`src/rtl/dbn_pkg.sv`:
```
// Package: shared helpers for the shared-lockout debouncer.
// Assumes: widths are small positive integers.
package dbn_pkg;

    // Bits needed to hold the value n (at least one bit).
    function automatic int unsigned cnt_width(input int unsigned n);
        int unsigned w;
        w = $clog2(n + 1);
        return (w < 1) ? 1 : w;
    endfunction

endpackage

```
`src/rtl/dbn_sync_bank.sv`:
```
// Module: dbn_sync_bank
// Brings WIDTH asynchronous levels into the clock domain through a chain of
// STAGES flops per bit. Assumes STAGES >= 2 and that the inputs are levels.
module dbn_sync_bank #(
    parameter int unsigned WIDTH  = 8,
    parameter int unsigned STAGES = 2
) (
    input  logic             clk,
    input  logic             rst_n,
    input  logic [WIDTH-1:0] async_in,
    output logic [WIDTH-1:0] sync_out
);

    genvar b;
    generate
        for (b = 0; b < WIDTH; b++) begin : g_bit
            logic [STAGES-1:0] chain_q;

            // Shift the raw level through the synchronizer chain.
            always_ff @(posedge clk) begin
                if (!rst_n) begin
                    chain_q <= '0;
                end else begin
                    chain_q <= {chain_q[STAGES-2:0], async_in[b]};
                end
            end

            assign sync_out[b] = chain_q[STAGES-1];
        end
    endgenerate

endmodule

```
`src/rtl/dbn_lockout_timer.sv`:
```
// Module: dbn_lockout_timer
// One blanking timer for all channels. A load pulse sets the count to
// LOCK_TICKS. The count then falls by one every PRESCALE cycles, and
// idle_o is high once it reaches zero. Assumes LOCK_TICKS >= 1 and
// PRESCALE >= 1. The prescaler restarts on every load, so each window
// lasts exactly LOCK_TICKS*PRESCALE cycles.
module dbn_lockout_timer
    import dbn_pkg::*;
#(
    parameter int unsigned LOCK_TICKS = 16,
    parameter int unsigned PRESCALE   = 1
) (
    input  logic clk,
    input  logic rst_n,
    input  logic load_i,
    output logic idle_o
);

    localparam int unsigned CW = cnt_width(LOCK_TICKS);
    localparam logic [CW-1:0] LOAD_VAL = CW'(LOCK_TICKS);

    logic [CW-1:0] count_q;
    logic          tick;

    generate
        if (PRESCALE > 1) begin : g_prescale
            localparam int unsigned PW = cnt_width(PRESCALE - 1);
            localparam logic [PW-1:0] PRE_LAST = PW'(PRESCALE - 1);
            logic [PW-1:0] pre_q;

            // Divide the clock into ticks while the window is open.
            always_ff @(posedge clk) begin
                if (!rst_n || load_i) begin
                    pre_q <= '0;
                end else if (count_q != '0) begin
                    pre_q <= (pre_q == PRE_LAST) ? '0 : pre_q + 1'b1;
                end
            end

            assign tick = (pre_q == PRE_LAST);
        end else begin : g_direct
            assign tick = 1'b1;
        end
    endgenerate

    // Reload on acceptance, otherwise count the window down to zero.
    always_ff @(posedge clk) begin
        if (!rst_n) begin
            count_q <= '0;
        end else if (load_i) begin
            count_q <= LOAD_VAL;
        end else if (count_q != '0 && tick) begin
            count_q <= count_q - 1'b1;
        end
    end

    assign idle_o = (count_q == '0);

endmodule

```
`src/rtl/dbn_capture.sv`:
```
// Module: dbn_capture
// Holds the debounced levels. When enabled (timer idle), it takes every bit
// that differs from the synchronized input in one edge, pulses those bits for
// one cycle, and requests a timer load. Assumes sync_i is already in the
// clock domain.
module dbn_capture #(
    parameter int unsigned WIDTH = 8
) (
    input  logic             clk,
    input  logic             rst_n,
    input  logic             enable_i,
    input  logic [WIDTH-1:0] sync_i,
    output logic [WIDTH-1:0] level_o,
    output logic [WIDTH-1:0] pulse_o,
    output logic             accept_o
);

    logic [WIDTH-1:0] level_q;
    logic [WIDTH-1:0] pulse_q;
    logic [WIDTH-1:0] differ;

    // Bits where the input has moved away from the held level.
    always_comb begin
        differ   = sync_i ^ level_q;
        accept_o = enable_i && (differ != '0);
    end

    // Load all differing bits at once and mark them for one cycle.
    always_ff @(posedge clk) begin
        if (!rst_n) begin
            level_q <= '0;
            pulse_q <= '0;
        end else if (accept_o) begin
            level_q <= sync_i;
            pulse_q <= differ;
        end else begin
            pulse_q <= '0;
        end
    end

    assign level_o = level_q;
    assign pulse_o = pulse_q;

endmodule

```
`src/rtl/sw_debounce_shared.sv`:
```
// Module: sw_debounce_shared
// Debounces NUM_SW switch levels with one blanking timer for all of them.
// The first change is passed through at once, and later changes are ignored
// until LOCK_TICKS*PRESCALE cycles have passed. Assumes slow mechanical
// inputs and a synchronous active-low reset.
module sw_debounce_shared #(
    parameter int unsigned NUM_SW      = 8,
    parameter int unsigned SYNC_STAGES = 2,
    parameter int unsigned LOCK_TICKS  = 16,
    parameter int unsigned PRESCALE    = 1
) (
    input  logic              clk,
    input  logic              rst_n,
    input  logic [NUM_SW-1:0] sw_raw,
    output logic [NUM_SW-1:0] sw_clean,
    output logic [NUM_SW-1:0] sw_toggle
);

    logic [NUM_SW-1:0] sw_sync;
    logic              timer_idle;
    logic              accept;

    dbn_sync_bank #(
        .WIDTH (NUM_SW),
        .STAGES(SYNC_STAGES)
    ) u_sync (
        .clk     (clk),
        .rst_n   (rst_n),
        .async_in(sw_raw),
        .sync_out(sw_sync)
    );

    dbn_capture #(
        .WIDTH(NUM_SW)
    ) u_capture (
        .clk     (clk),
        .rst_n   (rst_n),
        .enable_i(timer_idle),
        .sync_i  (sw_sync),
        .level_o (sw_clean),
        .pulse_o (sw_toggle),
        .accept_o(accept)
    );

    dbn_lockout_timer #(
        .LOCK_TICKS(LOCK_TICKS),
        .PRESCALE  (PRESCALE)
    ) u_timer (
        .clk   (clk),
        .rst_n (rst_n),
        .load_i(accept),
        .idle_o(timer_idle)
    );

endmodule

```
`config.mk`:
```
export PLATFORM = sky130hd
export DESIGN_NAME = sw_debounce_shared
export DESIGN_NICKNAME = d
export VERILOG_FILES = /design/src/rtl/dbn_pkg.sv /design/src/rtl/dbn_sync_bank.sv /design/src/rtl/dbn_lockout_timer.sv /design/src/rtl/dbn_capture.sv /design/src/rtl/sw_debounce_shared.sv
export SDC_FILE = /design/constraint.sdc
export NUM_CORES = 1
export LEC_CHECK = 0
export ABC_AREA = 0
export BUFFER_PORTS_ARGS = -buffer_cell sky130_fd_sc_hd__buf_2
export CAP_MARGIN = 25
export CORE_UTILIZATION = 30
export DETAILED_ROUTE_END_ITERATION = 6
export GPL_TIMING_DRIVEN = 0
export SETUP_SLACK_MARGIN = 0.05
export SLEW_MARGIN = 40
export SYNTH_ARGS = -nofsm -noshare
export SYNTH_HDL_FRONTEND = slang
export SYNTH_SLANG_ARGS = --single-unit
```
`constraint.sdc`:
```
create_clock -name clk -period 1.69 [get_ports clk]
set_input_delay 0.169 -clock clk [delete_from_list [all_inputs] [get_ports clk]]
set_output_delay 0.169 -clock clk [all_outputs]
set_load 0.01 [all_outputs]
```
* Word-level counts from Yosys, hierarchy flattened
Index checks and enable logic that the tools add are counted.
Cells by class: bitwise operators 2, reductions and logical operators 7, multiplexer cells 2, add/sub/neg operators 1
Operators with widths (count):
- $mux W5 | 2
- $reduce_bool A8 Y1 | 1
- $xor A8 B8 Y8 | 1
- $logic_not A5 Y1 | 1
- $reduce_bool A5 Y1 | 1
- $sub A5 B1 Y5 const B | 1
- $reduce_and A2 Y1 | 1
- $reduce_bool A2 Y1 | 1
- $reduce_or A2 Y1 | 1
- $logic_and A1 B1 Y1 | 1
- $not A1 Y1 | 1
Word-level totals: input port bits 10, register bits 37

* Longest topological paths before layout
Gate-level depths: netlist of the first run.
depth in word-level cells 4, mapped depth 6, mapped depth without buffers 6

* By module
Synthesis of the first run repeated with hierarchy kept, for this count alone.
Unflattened totals: cell total of the unflattened synthesis 123, area, all modules 1347.5 sq um
By module, submodules not included:
- dbn_capture | area an instance 610.6 sq um, times used 1, seq. area each 320.3 sq um, cells an instance 57
- dbn_sync_bank | area an instance 506.7 sq um, times used 1, seq. area each 320.3 sq um, cells an instance 41
- dbn_lockout_timer | area an instance 230.2 sq um, times used 1, seq. area each 100.1 sq um, cells an instance 25

* Worst setup path before layout of the first run
OpenSTA, ideal clock, no wires.
kind register to register, start register u_timer.count_q[0], end register u_capture.level_q[0] (netlist: u_capture.level_o[0]), arrival 1.354 ns, cell stages (with the launch flop) 7, slack 0.264 ns, path buffers 1, setup time 0.072 ns, clock period less this slack 1.426 ns, cells stage by stage dfxtp_1 inv_1 ha_1 nor4b_4 a21boi_2 buf_6 mux2i_1
On the way: longest elaborated chain between the ends 2
Ends and longest elaborated chain:
- from (decl) | RTL line dbn_lockout_timer.sv:22 | logic [CW-1:0] count_q;
- from (signal assigned) | RTL line dbn_lockout_timer.sv:53 | count_q <= count_q - 1'b1;
- $logic_not A5 Y1 | RTL line dbn_lockout_timer.sv:57 | assign idle_o = (count_q == '0);
- $logic_and A1 B1 Y1 | RTL line dbn_capture.sv:25 | accept_o = enable_i && (differ != '0);
- to (signal assigned) | RTL line dbn_capture.sv:34 | level_q <= sync_i;
- to (decl) | RTL line dbn_capture.sv:18 | logic [WIDTH-1:0] level_q;
No other way between the ends. A chain may end at the register's enable or synchronous reset.

* Worst setup path in the final report of the first run
Ends and elaborated chain as after synthesis.

==> out/results.ini, run 1 <==
[status]
outcome = complete, no violations

[detailed_routing]
drc = 0
antenna_left = 0
drt_iter0_drc = 26
via_per_inst = 4.41
vias = 900
wl_per_cell_um = 11.5
routed_wl_um = 2360
drt-pass1-iter-count = 2

[logic_synthesis]
synth_most_common_cell = dfxtp_1
yosysWarnings = 0
async_reset_ff_frac = 0
synth_ff_type = dfxtp_1
yosys-top-cells-count = dfxtp_1 (37), and2_1 (16), nand2_1 (16)
synth_area_um2 = 1330
synth.avg_cell_area_um2 = 11.1
ys_ff_latch = 37
synth_cell_types = 23
synth_nets = 131
yosys.area.top_type = dfxtp_1
syn_inst = 120
synth_edf_count = 0
synth-seq-area-share = 0.557
synth_top_area_share = 0.557
synth_area_leaders = dfxtp_1 (56%), and2_1 (7.5%), mux2i_1 (6.0%), xor2_1 (5.3%), nand2_1 (4.5%)

[critical_path]
worstPathArrival_ns = 1.77
reg2reg_to = u_capture.level_o[0]$_SDFFE_PN0P_
r2r_start = u_timer.count_q[0]$_SDFFE_PP0P_
reg2regPathDepth = 6
critPathSlowestCell = dfxtp_1
path_max_fanout = 10
endpoint_kind = register
cp-start-kind = register
setup.worst_path.class = reg2reg
reg2reg_slack_ns = 0.13
cp_top_family = flip-flops
crit_chain = inv_1, ha_2, nor4b_4, a21boi_4, buf_8, mux2i_1
worstPathRequired_ns = 1.90
cpPeakStageDelay_ns = 0.31
cp_num_buf_inv = 2

[power]
powerDensity_nw_per_um2 = 1470
leakage_uw = 0.000770
peakVddDrop_mv = 0.581

[timing]
fin_skew_ns = 0.00644
setup-violations-final = 0
fin_ws_ns = 0.130
tns_ns = 0
hold_viol_final = 0
rsz0062_at_grt = no
timing.fmax_mhz = 641
period_share = 0.923
finalMaxSlewViolations = 0
timing.final.crit_period_ns = 1.56
relSlewSlack = 0.726
worst_pin_slew_ns = 0.410

[clocking]
cts_hold_buf = 0
clk_transition_reported_paths_ns = 0.07
cts.htree.levels = 2
cts_sinks = 37
cts_tree = built
clock_path_buffers = 2
cts_buffers = 5
clk-insertion-delay-late_ns = 0.29
root_buffer = clkbuf_8

[placed_design]
gp_congestion = 0.806
place_ws_ns = 0.0698
io_buffers = 25
dp.cells = 195
hpwl_um = 1780

[worst_hold_path]
hold_path_class = in2reg
min_to = u_sync.g_bit[7].chain_q[0]$_SDFF_PN0_
min_from = sw_raw[7]
whs_path_depth = 2

[cells_and_area]
area_growth_pct = 22.8
finalNonFillerCells = 204
fin_nets = 165
antennaDiodeCount = 0
drive_gt1_frac = 0.279
finish.utilization = 0.396

[die]
core_um2 = 4120
io_pins = 26
rows = 23
die_area_um2 = 4700
fp.dieH_um = 68.6
initial_core_util = 0.323
die_w_um = 68.6

[grt]
track_usage = 0.115
grt_pass1_vias = 889
grt_pass1_wl_um = 3800
antenna_found_initial = 0
grt_max_degree = 11
overflow = 0

[flow_run]
drv_cap = 0

## layout make-up
cell class,instances,area (um^2)
Buffer,6,35.0
Clock buffer,7,86.3
Fill cell,409,2480
Inverter,2,7.51
Multi-Input combinational cell,75,559
Sequential cell,37,741
Tap cell,50,62.6
Timing Repair Buffer,27,140
## logic make-up after synthesis
kind of cell | share of synthesized area
XOR/XNOR | 0.0725
flip-flops | 0.557
AO/OA/AOI/OAI | 0.0235
buffers and inverters | 0.0292
adder cells (fa/ha/maj) | 0.00941
AND/OR/NAND/NOR | 0.248
multiplexers | 0.0603
## worst register-to-register path, stage by stage, from the launching register on
cell and delay [ns]:
dfxtp_1 0.31, inv_1 0.09, ha_2 0.21, nor4b_4 0.25, a21boi_4 0.25, buf_8 0.17, mux2i_1 0.20
## stage by stage
| step | area, um^2 | total power (uW) | hold WS [ns] |
|---|---|---|---|
| after floorplan | 1330 | 1570 | 0.296 |
| after global placement | 1520 | 1690 | 0.374 |
| after detailed placement | 1520 | 1720 | 0.379 |
| after CTS | 1600 | 2330 | 0.0771 |
| after global routing | 1630 | 2520 | 0.0877 |
| final | 1630 | 2400 | 0.0800 |
## state kept, by name, summed over array words and instances (netlist names)
name                  count
u_sync.g_bit.chain_q     16
u_capture.level_o         8
u_capture.pulse_o         8
u_timer.count_q           5
## where the power goes
| group | total (uW) | switching, uW | internal [uW] |
|---|---|---|---|
| clock network | 609 | 286 | 323 |
| logic | 752 | 357 | 396 |
| registers | 1040 | 67.9 | 971 |
| total | 2400 | 710 | 1690 |
## how the worst max path moves through the flow
stage                                               start                                end  depth (start not counted)
after global placement    u_timer.count_q[0]$_SDFFE_PP0P_  u_capture.level_o[1]$_SDFFE_PN0P_                          6
final                     u_timer.count_q[0]$_SDFFE_PP0P_  u_capture.level_o[0]$_SDFFE_PN0P_                          6
after detailed placement  u_timer.count_q[0]$_SDFFE_PP0P_  u_capture.level_o[0]$_SDFFE_PN0P_                          6
after CTS                 u_timer.count_q[0]$_SDFFE_PP0P_  u_capture.level_o[0]$_SDFFE_PN0P_                          6
after floorplan           u_timer.count_q[0]$_SDFFE_PP0P_  u_capture.level_o[0]$_SDFFE_PN0P_                          6
after global routing      u_timer.count_q[0]$_SDFFE_PP0P_  u_capture.level_o[0]$_SDFFE_PN0P_                          6
## layer usage
layer  wire (um)  GRT usage  vias to the layer above
met1         995      0.115                      417
met3         187     0.0461                        6
met5           0          0                        -
met4          58     0.0781                        0
li1            -          -                      451
met2        1110      0.194                       26
## layout by cell type, fill, tap and decap left out
| cell | n |
|---|---|
| ha_2 | 1 |
| buf_4 | 2 |
| xnor2_1 | 3 |
| inv_1 | 2 |
| nor4_4 | 2 |
| and3_2 | 1 |
| clkbuf_8 | 6 |
| buf_2 | 26 |
| a21boi_0 | 1 |
| a21boi_4 | 1 |
| nand2_1 | 16 |
| and2_1 | 16 |
| a21oi_1 | 1 |
| nor2_1 | 4 |
| o21a_1 | 1 |
| dfxtp_1 | 37 |
| nor3_1 | 1 |
| and3_1 | 7 |
| nand2b_1 | 1 |
| nor4b_4 | 1 |
| mux2i_1 | 8 |
| xor2_1 | 8 |
| clkbuf_1 | 5 |
| nor3b_2 | 2 |
| buf_8 | 1 |
## what timing repair did
action,4_1_cts,5_1_grt
buffers inserted,0,2
setup endpoints to repair,0,7
gates resized for setup,0,3
No activity file was read; power rests on OpenSTA's default activity.
==> run 2: changes to the inputs <==
- CTS_BUF_LIST: not set -> sky130_fd_sc_hd__clkbuf_8
==> out/results.ini, run 2 (synthesis results as in run 1) <==
[clocking]
cts_sinks = 37  ; unchanged
cts.htree.levels = 2  ; unchanged
clock_path_buffers = 2  ; unchanged
cts_tree = built
clk-insertion-delay-late_ns = 0.29  ; about the same
cts_buffers = 5  ; unchanged
root_buffer = clkbuf_8
clk_transition_reported_paths_ns = 0.07  ; about the same

[grt]
track_usage = 0.115  ; unchanged
grt_max_degree = 11  ; unchanged
antenna_found_initial = 0  ; unchanged
overflow = 0  ; unchanged
grt_pass1_vias = 889  ; unchanged
grt_pass1_wl_um = 3800  ; unchanged

[cells_and_area]
drive_gt1_frac = 0.279  ; unchanged
largest_reg_flops = 16  ; unchanged
fin_nets = 165  ; unchanged
antennaDiodeCount = 0  ; unchanged
largest_register = u_sync.g_bit.chain_q
final_cell_mix = dfxtp_1 (37), buf_2 (26), nand2_1 (16), and2_1 (16)
final_common_cell = dfxtp_1
area_growth_pct = 22.8  ; unchanged

[detailed_routing]
wl_met2_um = 1120  ; +0.54%
antenna_left = 0  ; unchanged
wl_per_cell_um = 11.6  ; about the same
vias = 899  ; -0.11%
via_per_inst = 4.41  ; -0.11%
routed_wl_um = 2360  ; about the same
drt-pass1-iter-count = 2  ; unchanged
wl_met3_um = 187  ; unchanged
drt_iter0_drc = 26  ; unchanged
top_layer_used = met4
drc = 0  ; unchanged
m1WireLength_um = 992  ; -0.30%

[die]
die_area_um2 = 4700  ; unchanged
io_pins = 26  ; unchanged
core_um2 = 4120  ; unchanged
die_w_um = 68.6  ; unchanged
rows = 23  ; unchanged
initial_core_util = 0.323  ; unchanged
fp.dieH_um = 68.6  ; unchanged

[timing]
period_share = 0.923  ; unchanged
setup-violations-final = 0  ; unchanged
finalMaxSlewViolations = 0  ; unchanged
holdWs_ns = 0.0801  ; +0.000153 ns
fin_skew_ns = 0.00581  ; -0.000631 ns
timing.fmax_mhz = 641  ; unchanged
tns_ns = 0  ; unchanged
hold_viol_final = 0  ; unchanged
rsz0062_at_grt = no
relSlewSlack = 0.726  ; unchanged
worst_pin_slew_ns = 0.410  ; unchanged
timing.final.crit_period_ns = 1.56  ; unchanged

[critical_path]
worstPathRequired_ns = 1.90  ; about the same
crit_chain = inv_1, ha_2, nor4b_4, a21boi_4, buf_8, mux2i_1
endpoint_kind = register
cpPeakStageDelay_ns = 0.31  ; about the same
critPathSlowestCell = dfxtp_1
worstPathArrival_ns = 1.77  ; about the same
path_max_fanout = 10  ; unchanged
setup.worst_path.class = reg2reg
cp_num_buf_inv = 2  ; unchanged
cp_top_family = flip-flops
cp-start-kind = register

[status]
outcome = complete, no violations

[placed_design]
io_buffers = 25  ; unchanged
gp_congestion = 0.806  ; unchanged
hpwl_um = 1780  ; unchanged

[flow_run]
drv_cap = 0  ; unchanged

[worst_hold_path]
hold_path_class = in2reg

[power]
peakVddDrop_mv = 0.581  ; about the same
powerDensity_nw_per_um2 = 1470  ; -0.22%
leakage_uw = 0.000774  ; +0.54%

## run 2: cell types whose count changed in the layout (fill, tap and decap cells not counted), sizes merged
cell    before  now
clkbuf      11   10
inv          2    3
## run 2: layout make-up
class	instances	area, um^2
clock inverters	1	3.75
multi-input cells	75	559
well taps	50	62.6
plain buffers	6	35.0
fillers	409	2480
repair buffers	27	140
inverters	2	7.51
flip-flops and latches	37	741
clock buffers	6	82.6
## run 2: where the power goes
part	internal [uW]	switching, uW	total, uW	leakage, uW
registers	971	67.9	1040	0.000303
clock network	317	287	604	0.0000485
logic	396	357	752	0.000423
## run 2: timing repair
item / 4_1_cts / 5_1_grt
hold buffers: 0 / 0
setup buffers: 0 / 2
resized for setup: 0 / 3
setup endpoints to repair: 0 / 7
## run 2: stage by stage
stage	instances	worst slack, ns	power, uW	area, um^2	util
after floorplan	120	0.264	1570	1330	-
after global placement	195	0.141	1690	1520	0.369
after detailed placement	195	0.0698	1720	1520	0.369
after CTS	202	0.0517	2330	1600	0.389
after global routing	204	0.0546	2520	1630	0.396
final	204	0.130	2390	1630	0.396
## run 2: per-layer routing
layer,track usage,vias to the layer above
li1,-,451
met1,0.115,416
met2,0.194,26
met3,0.0461,6
met4,0.0781,0
met5,0,-
## run 2: worst register-to-register path, cell delays in order, from the launching register on
cell      delay, ns
dfxtp_1        0.31
inv_1          0.09
ha_2           0.21
nor4b_4        0.25
a21boi_4       0.25
buf_8          0.17
mux2i_1        0.20
## run 2: worst paths after layout
| check | depth (start not counted) | startpoint | slack (ns) | to |
|---|---|---|---|---|
| worst max-delay path | 6 | u_timer.count_q[0]$_SDFFE_PP0P_ | 0.13 | u_capture.level_o[0]$_SDFFE_PN0P_ |
| worst min-delay path | 2 | sw_raw[7] | 0.08 | u_sync.g_bit[7].chain_q[0]$_SDFF_PN0_ |
| worst max register to register | 6 | u_timer.count_q[0]$_SDFFE_PP0P_ | 0.13 | u_capture.level_o[0]$_SDFFE_PN0P_ |
| worst min register to register | 1 | u_sync.g_bit[1].chain_q[0]$_SDFF_PN0_ | 0.43 | u_sync.g_bit[1].chain_q[1]$_SDFF_PN0_ |
==> run 3: changes to the inputs <==
- ABC_AREA: 0 -> 1
- CTS_BUF_LIST: sky130_fd_sc_hd__clkbuf_8 -> sky130_fd_sc_hd__clkbuf_4 sky130_fd_sc_hd__clkbuf_8
==> out/results.ini, run 3 <==
[clocking]
clk-insertion-delay-late_ns = 0.28  ; about the same
root_buffer = clkbuf_8
cts.htree.levels = 2  ; unchanged
cts_tree = built
cts_buffers = 5  ; unchanged
clock_path_buffers = 2  ; unchanged
post-cts-setup-buffers = 0  ; unchanged
cts-resized-gates = 0  ; unchanged
cts_sinks = 37  ; unchanged
cts_hold_buf = 0  ; unchanged
clk_transition_reported_paths_ns = 0.07  ; about the same

[status]
outcome = finished with violations
violations = design-rule violations

[detailed_routing]
drc = 8  ; +8
via_per_inst = 4.06  ; -7.9%
routed_wl_um = 2280  ; -3.4%
wl_per_cell_um = 8.73  ; -24%
vias = 1059  ; +18%
antenna_left = 0  ; unchanged
drt-pass1-iter-count = 6  ; +4
drt_iter0_drc = 37  ; +42%

[cells_and_area]
finalNonFillerCells = 261  ; +28%
largest_register = u_sync.g_bit.chain_q
largest_reg_flops = 16  ; unchanged
area_growth_pct = 20.0
fillCellCount = 479  ; +17%
finish.utilization = 0.381  ; -0.0158
fin_nets = 219  ; +33%
drive_gt1_frac = 0.211  ; -0.0687
antennaDiodeCount = 0  ; unchanged
final_cell_mix = nand2_1 (54), dfxtp_1 (37), inv_1 (36), buf_2 (25), nor2_1 (11)
final_common_cell = nand2_1

[timing]
finalMaxSlewViolations = 0  ; unchanged
tns_ns = 0  ; unchanged
period_share = 0.807  ; -0.117
fin_skew_ns = 0.00885  ; +0.00304 ns
timing.final.crit_period_ns = 1.36  ; -0.197 ns
relSlewSlack = 0.704  ; -0.0223
worst_pin_slew_ns = 0.444  ; +0.0334 ns
timing.fmax_mhz = 734  ; +14%
hold_viol_final = 0  ; unchanged
rsz0062_at_grt = no
setup-violations-final = 0  ; unchanged

[logic_synthesis]
syn_inst = 177  ; +48%
yosysWarnings = 0  ; unchanged
synth.avg_cell_area_um2 = 7.97  ; -28%
synth_area_um2 = 1410  ; +6.1%
synth_ff_type = dfxtp_1
yosys.area.top_type = dfxtp_1
synth_area_leaders = dfxtp_1 (53%), nand2_1 (14%), inv_1 (9.6%), nand4_1 (3.5%), nand3_1 (3.2%)
synth_nets = 188  ; +44%
async_reset_ff_frac = 0  ; unchanged
synth_cell_types = 23  ; unchanged
ys_ff_latch = 37  ; unchanged
synth_top_area_share = 0.525  ; -0.0322
yosys-top-cells-count = nand2_1 (54), dfxtp_1 (37), inv_1 (36)
synth_edf_count = 0  ; unchanged
synth_most_common_cell = nand2_1
synth-seq-area-share = 0.525  ; -0.0322

[placed_design]
dp.cells = 253  ; +30%
hpwl_um = 1620  ; -8.9%
gp_congestion = 0.711  ; -12%
io_buffers = 24  ; -4.0%

[flow_run]
drv_cap = 0  ; unchanged

[critical_path]
reg2reg_slack_ns = 0.33  ; +0.20 ns
path_max_fanout = 10  ; unchanged
worstPathRequired_ns = 1.91  ; about the same
setup.worst_path.class = reg2reg
cp-start-kind = register
reg2regPathDepth = 7  ; +1
worstPathArrival_ns = 1.58  ; -0.19 ns
crit_path_start = u_timer.count_q[0]$_SDFFE_PP0P_
reg2reg_to = u_capture.pulse_o[6]$_SDFF_PN0_
r2r_start = u_timer.count_q[0]$_SDFFE_PP0P_
endpoint_kind = register

[worst_hold_path]
min_from = sw_raw[3]
min_to = u_sync.g_bit[3].chain_q[0]$_SDFF_PN0_
hold_path_class = in2reg
whs_path_depth = 3  ; +1

[die]
die_area_um2 = 4980  ; +6.0%
io_pins = 26  ; unchanged
initial_core_util = 0.317  ; -0.00561
fp.dieH_um = 70.6  ; +2.9%
die_w_um = 70.6  ; +2.9%
core_um2 = 4440  ; +8.0%
rows = 24  ; +4.3%

[grt]
antenna_found_initial = 0  ; unchanged
grt_pass1_wl_um = 3800  ; +0.16%
overflow = 0  ; unchanged
grt_max_degree = 13  ; +2
grt_pass1_vias = 884  ; -0.56%
track_usage = 0.0995  ; -0.0151

[power]
switching_power_uw = 920  ; +29%
clkPwrFrac = 0.244  ; -0.008
peakVddDrop_mv = 0.482  ; -17%
combPwrFrac = 0.344  ; +0.030
power_frac_seq = 0.413  ; -0.021
finalPower_uw = 2580  ; +7.8%
leakage_uw = 0.000920  ; +19%
internal_power_uw = 1660  ; -1.4%
switching_share = 0.357  ; +0.0595
powerDensity_nw_per_um2 = 1530  ; +3.9%

run 3: worst max path at each step:
stage	to	cells past startpoint	slack [ns]
after CTS	u_capture.pulse_o[6]$_SDFF_PN0_	7	0.31
final	u_capture.pulse_o[6]$_SDFF_PN0_	7	0.33
after floorplan	u_capture.pulse_o[0]$_SDFF_PN0_	7	0.47
after detailed placement	u_capture.pulse_o[0]$_SDFF_PN0_	7	0.33
after global routing	u_capture.pulse_o[6]$_SDFF_PN0_	7	0.19
after global placement	u_capture.pulse_o[0]$_SDFF_PN0_	7	0.34
run 3: worst max-delay path, cell delays in order, from the launching register on:
cell	delay (ns)
dfxtp_1	0.31
inv_1	0.08
ha_1	0.20
nand2_2	0.12
nor2_8	0.16
buf_6	0.17
nand3_4	0.13
nor2_1	0.11
run 3: metrics by stage:
stage	setup WS (ns)	cell area (um^2)	hold slack, ns
2_1_floorplan	0.471	1410	0.267
6_report	0.327	1690	0.0631
3_3_place_gp	0.341	1600	0.353
3_5_place_dp	0.335	1600	0.353
5_1_grt	0.195	1690	0.0559
4_1_cts	0.310	1690	0.0502
run 3: power by group through the flow:
| stage | Combinational (uW) | Clock, uW | Sequential [uW] |
|---|---|---|---|
| 3_3_place_gp | 897 | 0 | 1080 |
| 3_5_place_dp | 901 | 0 | 1080 |
| 5_1_grt | 1000 | 689 | 1080 |
| 6_report | 887 | 629 | 1060 |
| 2_1_floorplan | 727 | 0 | 1090 |
| 4_1_cts | 903 | 657 | 1070 |
run 3: per-layer routing:
layer | global-route usage | vias to the layer above | routed length, um
met5 | 0 | - | 0
met4 | 0.0667 | 0 | 58
met3 | 0.0285 | 5 | 127
met2 | 0.161 | 28 | 1020
met1 | 0.115 | 438 | 1070
li1 | - | 588 | -
run 3: cells by family after synthesis:
group | Yosys count | synth area share
flops | 37 | 0.525
compound gates | 3 | 0.0142
buf+inv | 41 | 0.115
xor+xnor | 2 | 0.0124
fa+ha+maj | 1 | 0.00887
simple gates | 93 | 0.324
run 3: layout make-up:
cell class,instances,area (um^2),area share
clock buffers,6,82.6,0.0488
multi-input cells,99,507,0.300
repair buffers,24,120,0.0710
well taps,52,65.1,0.0385
plain buffers,5,27.5,0.0163
clock inverters,2,13.8,0.00814
inverters,36,135,0.0799
flip-flops and latches,37,741,0.438
